File: src/rtl/uart_os_pkg.sv
// Shared definitions for the oversampling serial receiver.
// Assumes integer parameters small enough for 32-bit arithmetic.
package uart_os_pkg;

    // Receiver phases of a frame
    typedef enum logic [2:0] {
        RX_IDLE,
        RX_START,
        RX_DATA,
        RX_STOP,
        RX_WAITHI
    } rx_state_e;

    // Integer division rounded to the nearest whole number
    function automatic int div_round(input int num, input int den);
        return (num + den / 2) / den;
    endfunction

endpackage

File: src/rtl/uart_os_sync.sv
// Multi-flop synchroniser for the asynchronous serial line.
// Assumes the line idles high, so every stage resets to 1.
module uart_os_sync #(
    parameter int STAGES = 2
) (
    input  logic clk,
    input  logic rst_n,
    input  logic d_i,
    output logic q_o
);

    logic [STAGES-1:0] chain;

    // Shift the raw line through the flop chain
    always_ff @(posedge clk) begin
        if (!rst_n) chain <= '1;
        else        chain <= {chain[STAGES-2:0], d_i};
    end

    assign q_o = chain[STAGES-1];

endmodule

File: src/rtl/uart_os_tick.sv
// Free-running divider producing a one-cycle sampling tick every DIV clocks.
// Assumes DIV >= 1; with DIV == 1 the tick is permanently high.
module uart_os_tick #(
    parameter int DIV = 868
) (
    input  logic clk,
    input  logic rst_n,
    output logic tick_o
);

    localparam int CW = (DIV > 1) ? $clog2(DIV) : 1;
    localparam logic [CW-1:0] LAST = CW'(DIV - 1);

    logic [CW-1:0] cnt;

    // Count system clocks and wrap at the end of a tick period
    always_ff @(posedge clk) begin
        if (!rst_n)           cnt <= '0;
        else if (cnt == LAST) cnt <= '0;
        else                  cnt <= cnt + 1'b1;
    end

    assign tick_o = (cnt == LAST);

    if (DIV > 1) begin : g_tick_chk

        tick_gap_chk: assert property (@(posedge clk) disable iff (!rst_n)
            tick_o |=> !tick_o);
    end

endmodule

File: src/rtl/uart_os_vote.sv
// Per-bit sample counter and majority voter over OVS samples.
// Assumes restart_i coincides with the first (already low) sample of a frame.
module uart_os_vote #(
    parameter int OVS = 12
) (
    input  logic clk,
    input  logic rst_n,
    input  logic restart_i,
    input  logic samp_en_i,
    input  logic samp_i,
    output logic bit_done_o,
    output logic bit_val_o
);

    localparam int SW = $clog2(OVS + 1);
    localparam logic [SW-1:0] LAST = SW'(OVS - 1);

    logic [SW-1:0] scnt;
    logic [SW-1:0] ones;
    logic [SW:0]   total;
    logic          last;

    assign last  = (scnt == LAST);
    assign total = {1'b0, ones} + {{SW{1'b0}}, samp_i};

    // Track sample position in the bit and the count of high samples
    always_ff @(posedge clk) begin
        if (!rst_n) begin
            scnt <= '0;
            ones <= '0;
        end else if (restart_i) begin
            scnt <= SW'(1);
            ones <= '0;
        end else if (samp_en_i) begin
            if (last) begin
                scnt <= '0;
                ones <= '0;
            end else begin
                scnt <= scnt + 1'b1;
                ones <= ones + {{(SW-1){1'b0}}, samp_i};
            end
        end
    end

    assign bit_done_o = samp_en_i && last;
    assign bit_val_o  = int'(total) > (OVS / 2);

endmodule

File: src/rtl/uart_os_rx.sv
// Oversampling asynchronous serial receiver, 1 start, DATA_BITS data
// (LSB first), 1 stop bit, no parity. Assumes rx_i idles high and that the
// system clock is at least a few times faster than BAUD*OVS.
module uart_os_rx #(
    parameter int CLK_HZ    = 100_000_000,
    parameter int BAUD      = 9600,
    parameter int OVS       = 12,
    parameter int IDLE_RUN  = 8,
    parameter int DATA_BITS = 8
) (
    input  logic                 clk,
    input  logic                 rst_n,
    input  logic                 rx_i,
    output logic [DATA_BITS-1:0] data_o,
    output logic                 valid_o,
    output logic                 ferr_o
);

    import uart_os_pkg::*;

    localparam int DIV = div_round(CLK_HZ, BAUD * OVS);
    localparam int RW  = $clog2(IDLE_RUN + 1);
    localparam int BW  = (DATA_BITS > 1) ? $clog2(DATA_BITS) : 1;
    localparam logic [RW-1:0] RUN_MAX  = RW'(IDLE_RUN);
    localparam logic [BW-1:0] BIT_LAST = BW'(DATA_BITS - 1);

    rx_state_e            state;
    logic                 rxs;
    logic                 tick;
    logic [RW-1:0]        run_cnt;
    logic [BW-1:0]        bidx;
    logic [DATA_BITS-1:0] shreg;
    logic                 armed;
    logic                 start_hit;
    logic                 busy;
    logic                 bit_done;
    logic                 bit_val;

    uart_os_sync #(.STAGES(2)) i_sync (
        .clk   (clk),
        .rst_n (rst_n),
        .d_i   (rx_i),
        .q_o   (rxs)
    );

    uart_os_tick #(.DIV(DIV)) i_tick (
        .clk    (clk),
        .rst_n  (rst_n),
        .tick_o (tick)
    );

    assign armed     = (run_cnt >= RUN_MAX);
    assign start_hit = tick && (state == RX_IDLE) && armed && !rxs;
    assign busy      = (state == RX_START) || (state == RX_DATA) || (state == RX_STOP);

    uart_os_vote #(.OVS(OVS)) i_vote (
        .clk        (clk),
        .rst_n      (rst_n),
        .restart_i  (start_hit),
        .samp_en_i  (tick && busy),
        .samp_i     (rxs),
        .bit_done_o (bit_done),
        .bit_val_o  (bit_val)
    );

    // Count consecutive high samples, saturating at the arming threshold
    always_ff @(posedge clk) begin
        if (!rst_n)                  run_cnt <= '0;
        else if (tick && !rxs)       run_cnt <= '0;
        else if (tick && !armed)     run_cnt <= run_cnt + 1'b1;
    end

    // Frame sequencer: start check, data shift, stop check, error wait
    always_ff @(posedge clk) begin
        if (!rst_n) begin
            state   <= RX_IDLE;
            bidx    <= '0;
            shreg   <= '0;
            data_o  <= '0;
            valid_o <= 1'b0;
            ferr_o  <= 1'b0;
        end else begin
            valid_o <= 1'b0;
            ferr_o  <= 1'b0;
            unique case (state)
                RX_IDLE: begin
                    if (start_hit) state <= RX_START;
                end
                RX_START: begin
                    if (bit_done) begin
                        bidx  <= '0;
                        state <= bit_val ? RX_IDLE : RX_DATA;
                    end
                end
                RX_DATA: begin
                    if (bit_done) begin
                        shreg <= {bit_val, shreg[DATA_BITS-1:1]};
                        if (bidx == BIT_LAST) state <= RX_STOP;
                        else                  bidx  <= bidx + 1'b1;
                    end
                end
                RX_STOP: begin
                    if (bit_done) begin
                        if (bit_val) begin
                            data_o  <= shreg;
                            valid_o <= 1'b1;
                            state   <= RX_IDLE;
                        end else begin
                            ferr_o  <= 1'b1;
                            state   <= RX_WAITHI;
                        end
                    end
                end
                RX_WAITHI: begin
                    if (tick && rxs) state <= RX_IDLE;
                end
                default: state <= RX_IDLE;
            endcase
        end
    end


    valid_pulse_chk: assert property (@(posedge clk) disable iff (!rst_n)
        valid_o |=> !valid_o);


    valid_src_chk: assert property (@(posedge clk) disable iff (!rst_n)
        $rose(valid_o) |-> $past(state == RX_STOP));


    ferr_pulse_chk: assert property (@(posedge clk) disable iff (!rst_n)
        ferr_o |=> !ferr_o);


    ferr_wait_chk: assert property (@(posedge clk) disable iff (!rst_n)
        ferr_o |-> (state == RX_WAITHI && !valid_o));

endmodule

File: config.mk
export PLATFORM = sky130hd
export DESIGN_NAME = uart_os_rx
export DESIGN_NICKNAME = d
export VERILOG_FILES = /design/src/rtl/uart_os_pkg.sv /design/src/rtl/uart_os_sync.sv /design/src/rtl/uart_os_tick.sv /design/src/rtl/uart_os_vote.sv /design/src/rtl/uart_os_rx.sv
export SDC_FILE = /design/constraint.sdc
export NUM_CORES = 1
export LEC_CHECK = 0
export ABC_AREA = 1
export BUFFER_PORTS_ARGS = -buffer_cell sky130_fd_sc_hd__buf_2
export CAP_MARGIN = 10
export CORE_MARGIN = 10
export CORE_UTILIZATION = 50
export CTS_CLUSTER_DIAMETER = 50
export CTS_CLUSTER_SIZE = 20
export DETAILED_ROUTE_END_ITERATION = 8
export GPL_TIMING_DRIVEN = 1
export PLACE_DENSITY = 0.72
export SKIP_LAST_GASP = 1
export SYNTH_ARGS = -nofsm -noshare
export SYNTH_HDL_FRONTEND = slang
export SYNTH_SLANG_ARGS = --single-unit
File: constraint.sdc
create_clock -name clk -period 1.8 [get_ports clk]
set_clock_uncertainty 0.15 [all_clocks]
set_input_delay 0.45 -clock clk [delete_from_list [all_inputs] [get_ports clk]]
set_output_delay 0.45 -clock clk [all_outputs]
set_load 0.01 [all_outputs]
Word level (Yosys, flattened, before mapping) --
Index checks and enable logic that the tools add are counted.
Operators by class: bitwise logic cells 1, order comparisons 2, equality and inequality tests 14, add/subtract/negate cells 6, multiplexer cells 19, reduce and logical (&&, ||, !) cells 23
Operators by type and width (count):
- $mux W3 | 10
- $pmux W3 S5 | 1
- $add A10 B1 Y10 const B | 1
- $eq A10 B10 Y1 const B | 1
- $ne A2 B2 Y1 const B | 5
- $add A4 B1 Y4 const B | 2
- $logic_and A1 B1 Y1 | 8
- $mux W4 | 2
- $eq A3 B2 Y1 const B | 2
- $eq A3 B3 Y1 const B | 2
- $pmux W3 S2 | 1
- $reduce_and A3 Y1 | 2
- $reduce_and A6 Y1 | 1
- $reduce_or A2 Y1 | 3
- $add A4 B1 Y5 | 1
- $gt A5 B3 Y1 const B | 1
- $add A4 B1 Y4 | 1
- $eq A4 B4 Y1 const B | 1
- $ge A4 B4 Y1 const B | 1
- $mux W1 | 4
- $ne A2 B1 Y1 const B | 2
- $reduce_and A4 Y1 | 1
- $reduce_bool A2 Y1 | 2
- $add A3 B1 Y3 const B | 1
- other kinds (7) | 9
Word-level totals: input bits 3, output and inout port bits 10, register bits after elaboration 48, logic and storage cells 77

Depth between registers and ports, before layout --
Gate-level depths: netlist of run 1.
depth in word-level cells 7, gate-level depth with buffers 13, depth with buffers taken out 13

Modules after synthesis --
From an unflattened synthesis of run 1, not the netlist that was laid out.
Unflattened totals: cells, all modules 290, area, all modules 2230.9 um^2
Modules (own cells, without submodules):
- uart_os_rx | times used 1, area each 1265.0 um^2, sequential area each 560.5 um^2, cells each 163
- uart_os_tick | times used 1, area each 484.2 um^2, sequential area each 200.2 um^2, cells each 62
- uart_os_vote | times used 1, area each 426.7 um^2, sequential area each 160.2 um^2, cells each 59
- uart_os_sync | times used 1, area each 55.1 um^2, sequential area each 40.0 um^2, cells each 6

Least setup slack after synthesis of run 1 --
No wires, ideal clock.
kind register to register, start register i_sync.chain[1], end register data_o[5], arrival time 1579 ps, path buffers 1, setup time 113 ps, path slack -42 ps, cell stages (with the launch flop) 14, data required time 1537 ps, period minus slack after synthesis 1842 ps, cell sequence dfxtp_1 -> ha_1 -> ha_1 -> nand2_1 -> inv_1 -> nor2_1 -> nand3_1 -> nand2_1 -> nor2_1 -> nor3_4 -> buf_6 -> nand2_1 -> nand2_1 -> nor2_1
On the way: word-level cells in the longest chain between the ends 3
RTL lines:
- start, declared | line uart_os_sync.sv:12 | logic [STAGES-1:0] chain;
- start signal, assigned | line uart_os_sync.sv:17 | else chain <= {chain[STAGES-2:0], d_i};
- $add A4 B1 Y5 | line uart_os_vote.sv:24 | assign total = {1'b0, ones} + {{SW{1'b0}}, samp_i};
- $gt A5 B3 Y1 | line uart_os_vote.sv:46 | assign bit_val_o = int'(total) > (OVS / 2);
- $reduce_and A3 Y1 (no line)
- end signal, assigned | line uart_os_rx.sv:105 | data_o <= shreg;
- end, declared | line uart_os_rx.sv:14 | output logic [DATA_BITS-1:0] data_o,
No other way between the ends. A chain may end at the register's enable or synchronous reset.

Worst setup path in the final report of run 1 --
start register i_vote.ones[0], end register data_o[3]
On the way: word-level cells in the longest chain between the ends 3
RTL lines:
- start, declared | line uart_os_vote.sv:19 | logic [SW-1:0] ones;
- start signal, assigned | line uart_os_vote.sv:40 | ones <= ones + {{(SW-1){1'b0}}, samp_i};
- $add A4 B1 Y5 | line uart_os_vote.sv:24
- $gt A5 B3 Y1 | line uart_os_vote.sv:46
- $reduce_and A3 Y1 (no line)
No other way between the ends.

==> metrics.md, run 1 <==
| Metric | Value |
|---|---|
| Tmin final | 1.89 ns |
| Status | finished with violations |
| CTS tree | done |
| Core outline area | around 4300 sq um |
| Global Route Usage Sum | 0.122 |
| Final Power | 2.45 mW |
| CP startpoint kind | register |
| Pwr dens | between 800 and 900 nW/um^2 |
| Fill count | 360 |
| Final slew viol count | 0 |
| Root buf cell | clkbuf_8 |
| Initial DRC Count | 123 |
| Global routing usage on met2 | 0.190 |
| Global placer's final weighted congestion | 0.872 |
| Largest fanout on the critical path | 8 |
| RSZ-0062 raised after global routing | yes |
| Final instance area | 2780 sq um |
| N_diodes | 0 |
| Count of final setup violators | 8 |
| Commonest non-fill, non-tap cell in the layout | nand2_1 |
| Final core utilization | 0.647 |
| Setup ws final | -0.0928 ns |
| Arrival time at the worst endpoint | a little under 2 ns |
| Cell variety after synth | 28 |
| Clock Sinks | 48 |
| Ys Warns | 0 |
| CP endpoint kind | register |
| LEAKAGE | 1.19 nW |
| Cells after synthesis | 299 |
| Die area | approximately 7400 sq um |
| CTS Buf Count | 5 |
| Post-route clock period utilization | 1.05 |
| # H-tree levels | 2 |
| Worst vdd ir | around 540 uV |
| Placement Cell Area | 2430 sq um |
| Largest net degree at the start of global routing | 17 |
| Post-Syn Area | 2200 sq um |
| Crit Path Class | reg -> reg |
| Final ANT Viol Nets | 0 |
| Clock transition at path regs | 0.09 ns |
| Layout Nets | 347 |
| Share of layout cells above drive strength 1 | 0.306 |
| Die X | between 80 and 90 um |
| Setup_tns | -0.570 ns |
| Fin. Hold Viols | 0 |
| Seq/Total Area, Yosys | 0.437 |
| Failing checks | negative setup slack |
| Rows | 24 |
| Via Count | 1915 |
| Vias in the first global route | 1773 |
| Die outline height | between 80 and 90 um |
| DR pass1 iterations | 4 |
| MaxCap Viol Count | 0 |
| GR Layer Usage met1 | 0.160 |
| Mapped Nets | a little over 300 |
| Initial antenna violation count | 0 |
| Initial Util | 0.512 |
| Relative slew slack | 0.797 |
| Post-route DRC | 0 |
| Worst slew pin tran | between 0.3 and 0.4 ns |
| IO Pins | 13 |
| Crit path required time | 1.86 ns |
| Port Buffer Count | 12 |
| Number of synthesized register bits | 48 |
| Worst skew pair latency | 0.30 ns |
| Max clock buf depth | 2 |
| Vias per std cell | 4.92 |
| Grt total ovfl | 0 |
| DRT Wirelength | around 4300 um |
| Gr busiest metal | met2 |
| GR Util met3 | 0.0319 |
| Dpl hpwl | between 3000 and 4000 um |
| WL/cell | 11.0 um |
| Avg Cell Area, Syn | between 7 and 8 sq um |
| Worst min-delay path category | in -> reg |
| Area growth syn-to-layout | 26.4% |
| Commonest cells after routing, fill and taps aside | nand2_1, nor2_1, dfxtp_1, inv_1, a21oi_1 |
| First-pass GRT wire length | between 7000 and 8000 um |
| Max Freq | 0.528 GHz |
## critical path, cell delays in order (launching register included)
cell and delay (ns):
dfxtp_2 0.35, ha_4 0.17, ha_4 0.15, nand2_2 0.06
inv_2 0.04, nor2_2 0.07, nand3_1 0.08, nand2_2 0.09
nor2_4 0.05, nor3_4 0.17, buf_6 0.14, buf_12 0.12
nand2_2 0.05, nand2_1 0.07, nor2_1 0.04
## worst paths after layout
path	from	to	slack [ns]	cells past startpoint
hold / removal	rx_i	i_sync.chain[0]	0.18	2
hold reg to reg	i_sync.chain[0]	i_sync.chain[1]	0.30	1
setup / recovery	i_vote.ones[0]	data_o[3]	-0.09	14
setup reg to reg	i_vote.ones[0]	data_o[3]	-0.09	14
## cells in the mapped netlist
library cell,instances,area [sq um]
nand3_1,14,70.1
inv_2,4,15.0
xnor2_1,1,8.76
dfxtp_1,48,961
nor2_4,4,45.0
nand4_4,1,21.3
or2_1,1,6.26
clkbuf_1,2,7.51
o21ai_1,1,5.00
nand2_1,65,244
nor2_2,3,18.8
a211oi_1,2,15.0
nor3b_1,2,15.0
nor3_4,1,16.3
nand2_2,1,6.26
a22oi_2,1,12.5
buf_2,1,5.00
buf_6,1,11.3
a21oi_1,20,100
xor2_1,4,35.0
nand4_1,3,18.8
nor2_1,48,180
o21ai_0,17,85.1
nor4_1,1,6.26
inv_1,34,128
ha_1,8,100
nor3_1,6,30.0
or2_2,5,31.3
## flip-flops by register name, summed over array words and instances, names as in the netlist
name and cells:
state 3, i_vote.ones 4, shreg 8, i_tick.cnt 10
ferr_o 1, valid_o 1, i_vote.scnt 4, bidx 3
run_cnt 4, data_o 8, i_sync.chain 2
## metrics by stage
step	setup WS, ns	hold WS, ns	instances
6_report	-0.0928	0.183	389
5_1_grt	-0.222	0.182	389
4_1_cts	-0.0428	0.175	386
3_5_place_dp	-0.0592	0.281	372
3_3_place_gp	-0.0367	0.281	372
2_1_floorplan	-0.0111	0.242	299
## power breakdown
part	leakage (nW)	switching [mW]	internal [mW]
registers	0.392	0.0493	1.12
clock network	0.0548	0.371	0.418
logic	0.740	0.315	0.180
total	1.19	0.736	1.72
## layer usage
metal  up-vias  wire length, um
li1       1018                -
met2        18             2010
met4         0               75
met5         -                0
met1       870             2090
met3         9              123
## cell type report
class / instances / area [sq um] / area share
inverter: 38 / 143 / 0.0514
multi-input combinational: 209 / 1220 / 0.439
timing repair buffer: 34 / 262 / 0.0941
clock inverter: 3 / 46.3 / 0.0167
sequential: 48 / 975 / 0.351
clock buffer: 5 / 68.8 / 0.0248
tap: 52 / 65.1 / 0.0234
## logic make-up (layout without fill, tap and decap cells)
logic type / count (synthesis) / in the layout / share of synthesized area
and+or+nand+nor: 155 / 155 / 0.323
DFF: 48 / 48 / 0.437
buffers and inverters: 42 / 80 / 0.0757
AOI/OAI and AO/OA: 41 / 41 / 0.0990
adders and majority gates: 8 / 8 / 0.0455
xor gates and xnor gates: 5 / 5 / 0.0199
## timing repair
| item | CTS | global route |
|---|---|---|
| gates cloned | 1 | 0 |
| endpoints found under the setup margin | 15 | 45 |
| hold buffers | 0 | 0 |
| buffers inserted | 5 | 3 |
| pin swaps | 8 | 18 |
| resized for setup | 15 | 37 |
Note: power is estimated with default switching activity, not from simulation.
==> run 2: changes to the inputs <==
--- a/config.mk
+++ b/config.mk
@@ -6,15 +6,15 @@
 export NUM_CORES = 1
 export LEC_CHECK = 0
 export ABC_AREA = 1
-export BUFFER_PORTS_ARGS = -buffer_cell sky130_fd_sc_hd__buf_2
 export CAP_MARGIN = 10
 export CORE_MARGIN = 10
 export CORE_UTILIZATION = 50
 export CTS_CLUSTER_DIAMETER = 50
 export CTS_CLUSTER_SIZE = 20
 export DETAILED_ROUTE_END_ITERATION = 8
+export DONT_BUFFER_PORTS = 1
 export GPL_TIMING_DRIVEN = 1
-export PLACE_DENSITY = 0.72
+export PLACE_DENSITY = 0.7
 export SKIP_LAST_GASP = 1
 export SYNTH_ARGS = -nofsm -noshare
 export SYNTH_HDL_FRONTEND = slang
==> metrics.md, run 2 (synthesis gave the netlist of run 1 again) <==
| Metric | Value |
|---|---|
| Status | finished with violations |
| Failing checks | negative setup slack |
| Share of layout cells above drive strength 1 | 0.279 (-0.0265) |
| Relative slew slack | 0.753 (-0.0444) |
| Max clock buf depth | 2 (unchanged) |
| CP Cell Sequence | ha_4, ha_4, nand2_2, inv_2, nor2_1, nand3_1, nand2_2, nor2_4, nor3_4, buf_12, nand2_1, nand2_1, nor2_1 |
| Rows | 24 (unchanged) |
| Worst min-delay path category | in -> reg |
| Final core utilization | 0.634 (-0.0125) |
| Reg with most FFs | i_tick.cnt |
| Dpl hpwl | 2990 um (-0.45%) |
| Clock Sinks | 48 (unchanged) |
| CP startpoint kind | register |
| Final ANT Viol Nets | 0 (unchanged) |
| Internal power | 1.63 mW (-5.3%) |
| Max Freq | 0.539 GHz (+2.0%) |
| CP Launch Point | i_sync.chain[1] |
| GR Util met3 | 0.0338 (+0.00188) |
| LEAKAGE | 1.13 nW (-5.1%) |
| Global routing usage on met2 | 0.191 (+0.000676) |
| WL/cell | 12.1 um (+9.7%) |
| CTS tree | done |
| Crit path required time | 1.86 ns (about the same) |
| Comb pwr share | 0.242 (+0.040) |
| Die area | 7450 sq um (unchanged) |
| Gr busiest metal | met2 |
| Crit Path Class | reg -> reg |
| # hold bufs at CTS | 0 (unchanged) |
| Layout Cells excl Fill | 378 (-2.8%) |
| Clock power frac | 0.270 (-0.052) |
| First-pass GRT wire length | 7400 um (-4.5%) |
| Vias in the first global route | 1755 (-1.0%) |
| Layout Nets | 336 (-3.2%) |
| Global Route Usage Sum | 0.119 (-0.00295) |
| CP endpoint kind | register |
| Largest net degree at the start of global routing | 25 (+8) |
| Fill count | 364 (+1.1%) |
| Largest regs | i_tick.cnt x10, data_o x8, shreg x8 |
| Initial Util | 0.512 (unchanged) |
| Hold endpoint | i_sync.chain[0] |
| N_diodes | 0 (unchanged) |
| Setup ws final | -0.0566 ns (+0.0363 ns) |
| Commonest non-fill, non-tap cell in the layout | nand2_1 |
| Hold path depth | 1 (-1) |
| DRT Wirelength | 4580 um (+6.6%) |
| Core outline area | 4290 sq um (unchanged) |
| Area growth syn-to-layout | 23.9% |
| CTS Buf Count | 5 (unchanged) |
| Vias per std cell | 5.01 (+1.8%) |
| Grt total ovfl | 0 (unchanged) |
| Clock transition at path regs | 0.09 ns (about the same) |
| Arrival time at the worst endpoint | 1.91 ns (-0.04 ns) |
| Final slew viol count | 0 (unchanged) |
| Setup_tns | -0.427 ns (+0.143 ns) |
| Via Count | 1895 (-1.0%) |
| Fin. Hold Viols | 0 (unchanged) |
| Net Sw Frac | 0.322 (+0.0226) |
| Root buf cell | clkbuf_8 |
| Tmin final | 1.86 ns (-0.0363 ns) |
| Max reg flops | 10 (unchanged) |
| Post-Place Cells | 362 (-2.7%) |
| Global placer's final weighted congestion | 0.817 (-6.3%) |
| Reg2reg path depth | 13 (-1) |
| Largest fanout on the critical path | 16 (+8) |
| Reg2reg start | i_sync.chain[1] |
| CP max stage cell | dfxtp_4 |
| Port Buffer Count | 0 (-12) |
| GR Layer Usage met1 | 0.143 (-0.0168) |
| Initial DRC Count | 122 (-0.81%) |
| Post-route clock period utilization | 1.03 (-0.0201) |
| Commonest cells after routing, fill and taps aside | nand2_1, nor2_1, dfxtp_1, inv_1, a21oi_1 |
| Worst reg2reg setup slack | -0.06 ns (+0.04 ns) |
| Count of final setup violators | 10 (+2) |
| Reg2reg end | data_o[0] |
| Sequential share of power | 0.488 (+0.012) |
| Die outline height | 86.3 um (unchanged) |
| Pwr dens | 882 nW/um^2 (-0.21%) |
| Slowest Stage Delay on Critical Path | 0.36 ns (about the same) |
| IO Pins | 13 (unchanged) |
| Worst Hold Launch | rx_i |
| Initial antenna violation count | 0 (unchanged) |
| Worst skew pair latency | 0.30 ns (about the same) |
| RSZ-0062 raised after global routing | yes |
| P_sw | 0.774 mW (+5.2%) |
| MaxCap Viol Count | 0 (unchanged) |
| # H-tree levels | 2 (unchanged) |
| DR pass1 iterations | 4 (unchanged) |
| Worst vdd ir | 604 uV (+12%) |
| Die X | 86.3 um (unchanged) |
| Post-route DRC | 0 (unchanged) |
| Worst slew pin tran | 0.370 ns (+0.0684 ns) |
==> run 2: cell count changes in the layout (fill, tap and decap cells not counted), moves of 3 or more <==
cell,delta
buf_2,-12
nand2_2,-8
nand2_1,+6
buf_6,+5
buf_4,-3
inv_1,-3
==> run 2: layout make-up <==
| class | instances | area (sq um) | area share |
|---|---|---|---|
| clock inverters | 3 | 23.8 | 0.00873 |
| clock buffers | 5 | 68.8 | 0.0253 |
| inverters | 38 | 148 | 0.0542 |
| repair buffers | 23 | 208 | 0.0763 |
| flip-flops and latches | 48 | 976 | 0.358 |
| multi-input cells | 209 | 1230 | 0.453 |
| well taps | 52 | 65.1 | 0.0239 |
==> run 2: layer usage <==
| layer | vias up | wire length [um] |
|---|---|---|
| li1 | 996 | - |
| met1 | 865 | 2060 |
| met2 | 26 | 2280 |
| met3 | 8 | 183 |
| met4 | 0 | 65 |
| met5 | - | 0 |
==> run 2: critical path: cells and delay by family (launching register included) <==
| kind | cells | cell delay (ns) |
|---|---|---|
| buffers and inverters | 2 | 0.20 |
| flip-flops | 1 | 0.36 |
| adder cells (fa/ha/maj) | 2 | 0.34 |
| AND/OR/NAND/NOR | 9 | 0.71 |
==> run 2: through the flow <==
stage	cell area, sq um	hold slack (ns)	power (mW)	setup slack [ns]
finish	2720	0.0975	2.40	-0.0566
global route	2720	0.0823	2.57	-0.191
CTS	2480	0.0878	2.33	-0.0686
detailed placement	2380	0.267	1.67	-0.0352
global placement	2380	0.263	1.66	0.00316
floorplan	2220	0.242	1.56	-0.0111
==> run 2: repair_timing <==
item                       CTS  global route
setup endpoints to repair   13            37
pin swaps                    3            21
resized for setup            3            60
setup buffers                0             8
==> run 2: worst max-delay path by stage <==
stage                      endpoint  slack (ns)  cells past startpoint
after detailed placement  data_o[1]       -0.04                     13
final                     data_o[0]       -0.06                     13
after CTS                 data_o[1]       -0.07                     13
after floorplan           data_o[5]       -0.01                     13
after global routing      data_o[2]       -0.19                     13
after global placement     state[1]       0.003                     11
==> run 2: power by group through the flow <==
stage,Sequential [mW],Combinational [mW],Clock (mW)
finish,1.17,0.582,0.648
global route,1.18,0.674,0.713
CTS,1.16,0.495,0.673
detailed placement,1.19,0.486,0
global placement,1.19,0.476,0
floorplan,1.18,0.383,0
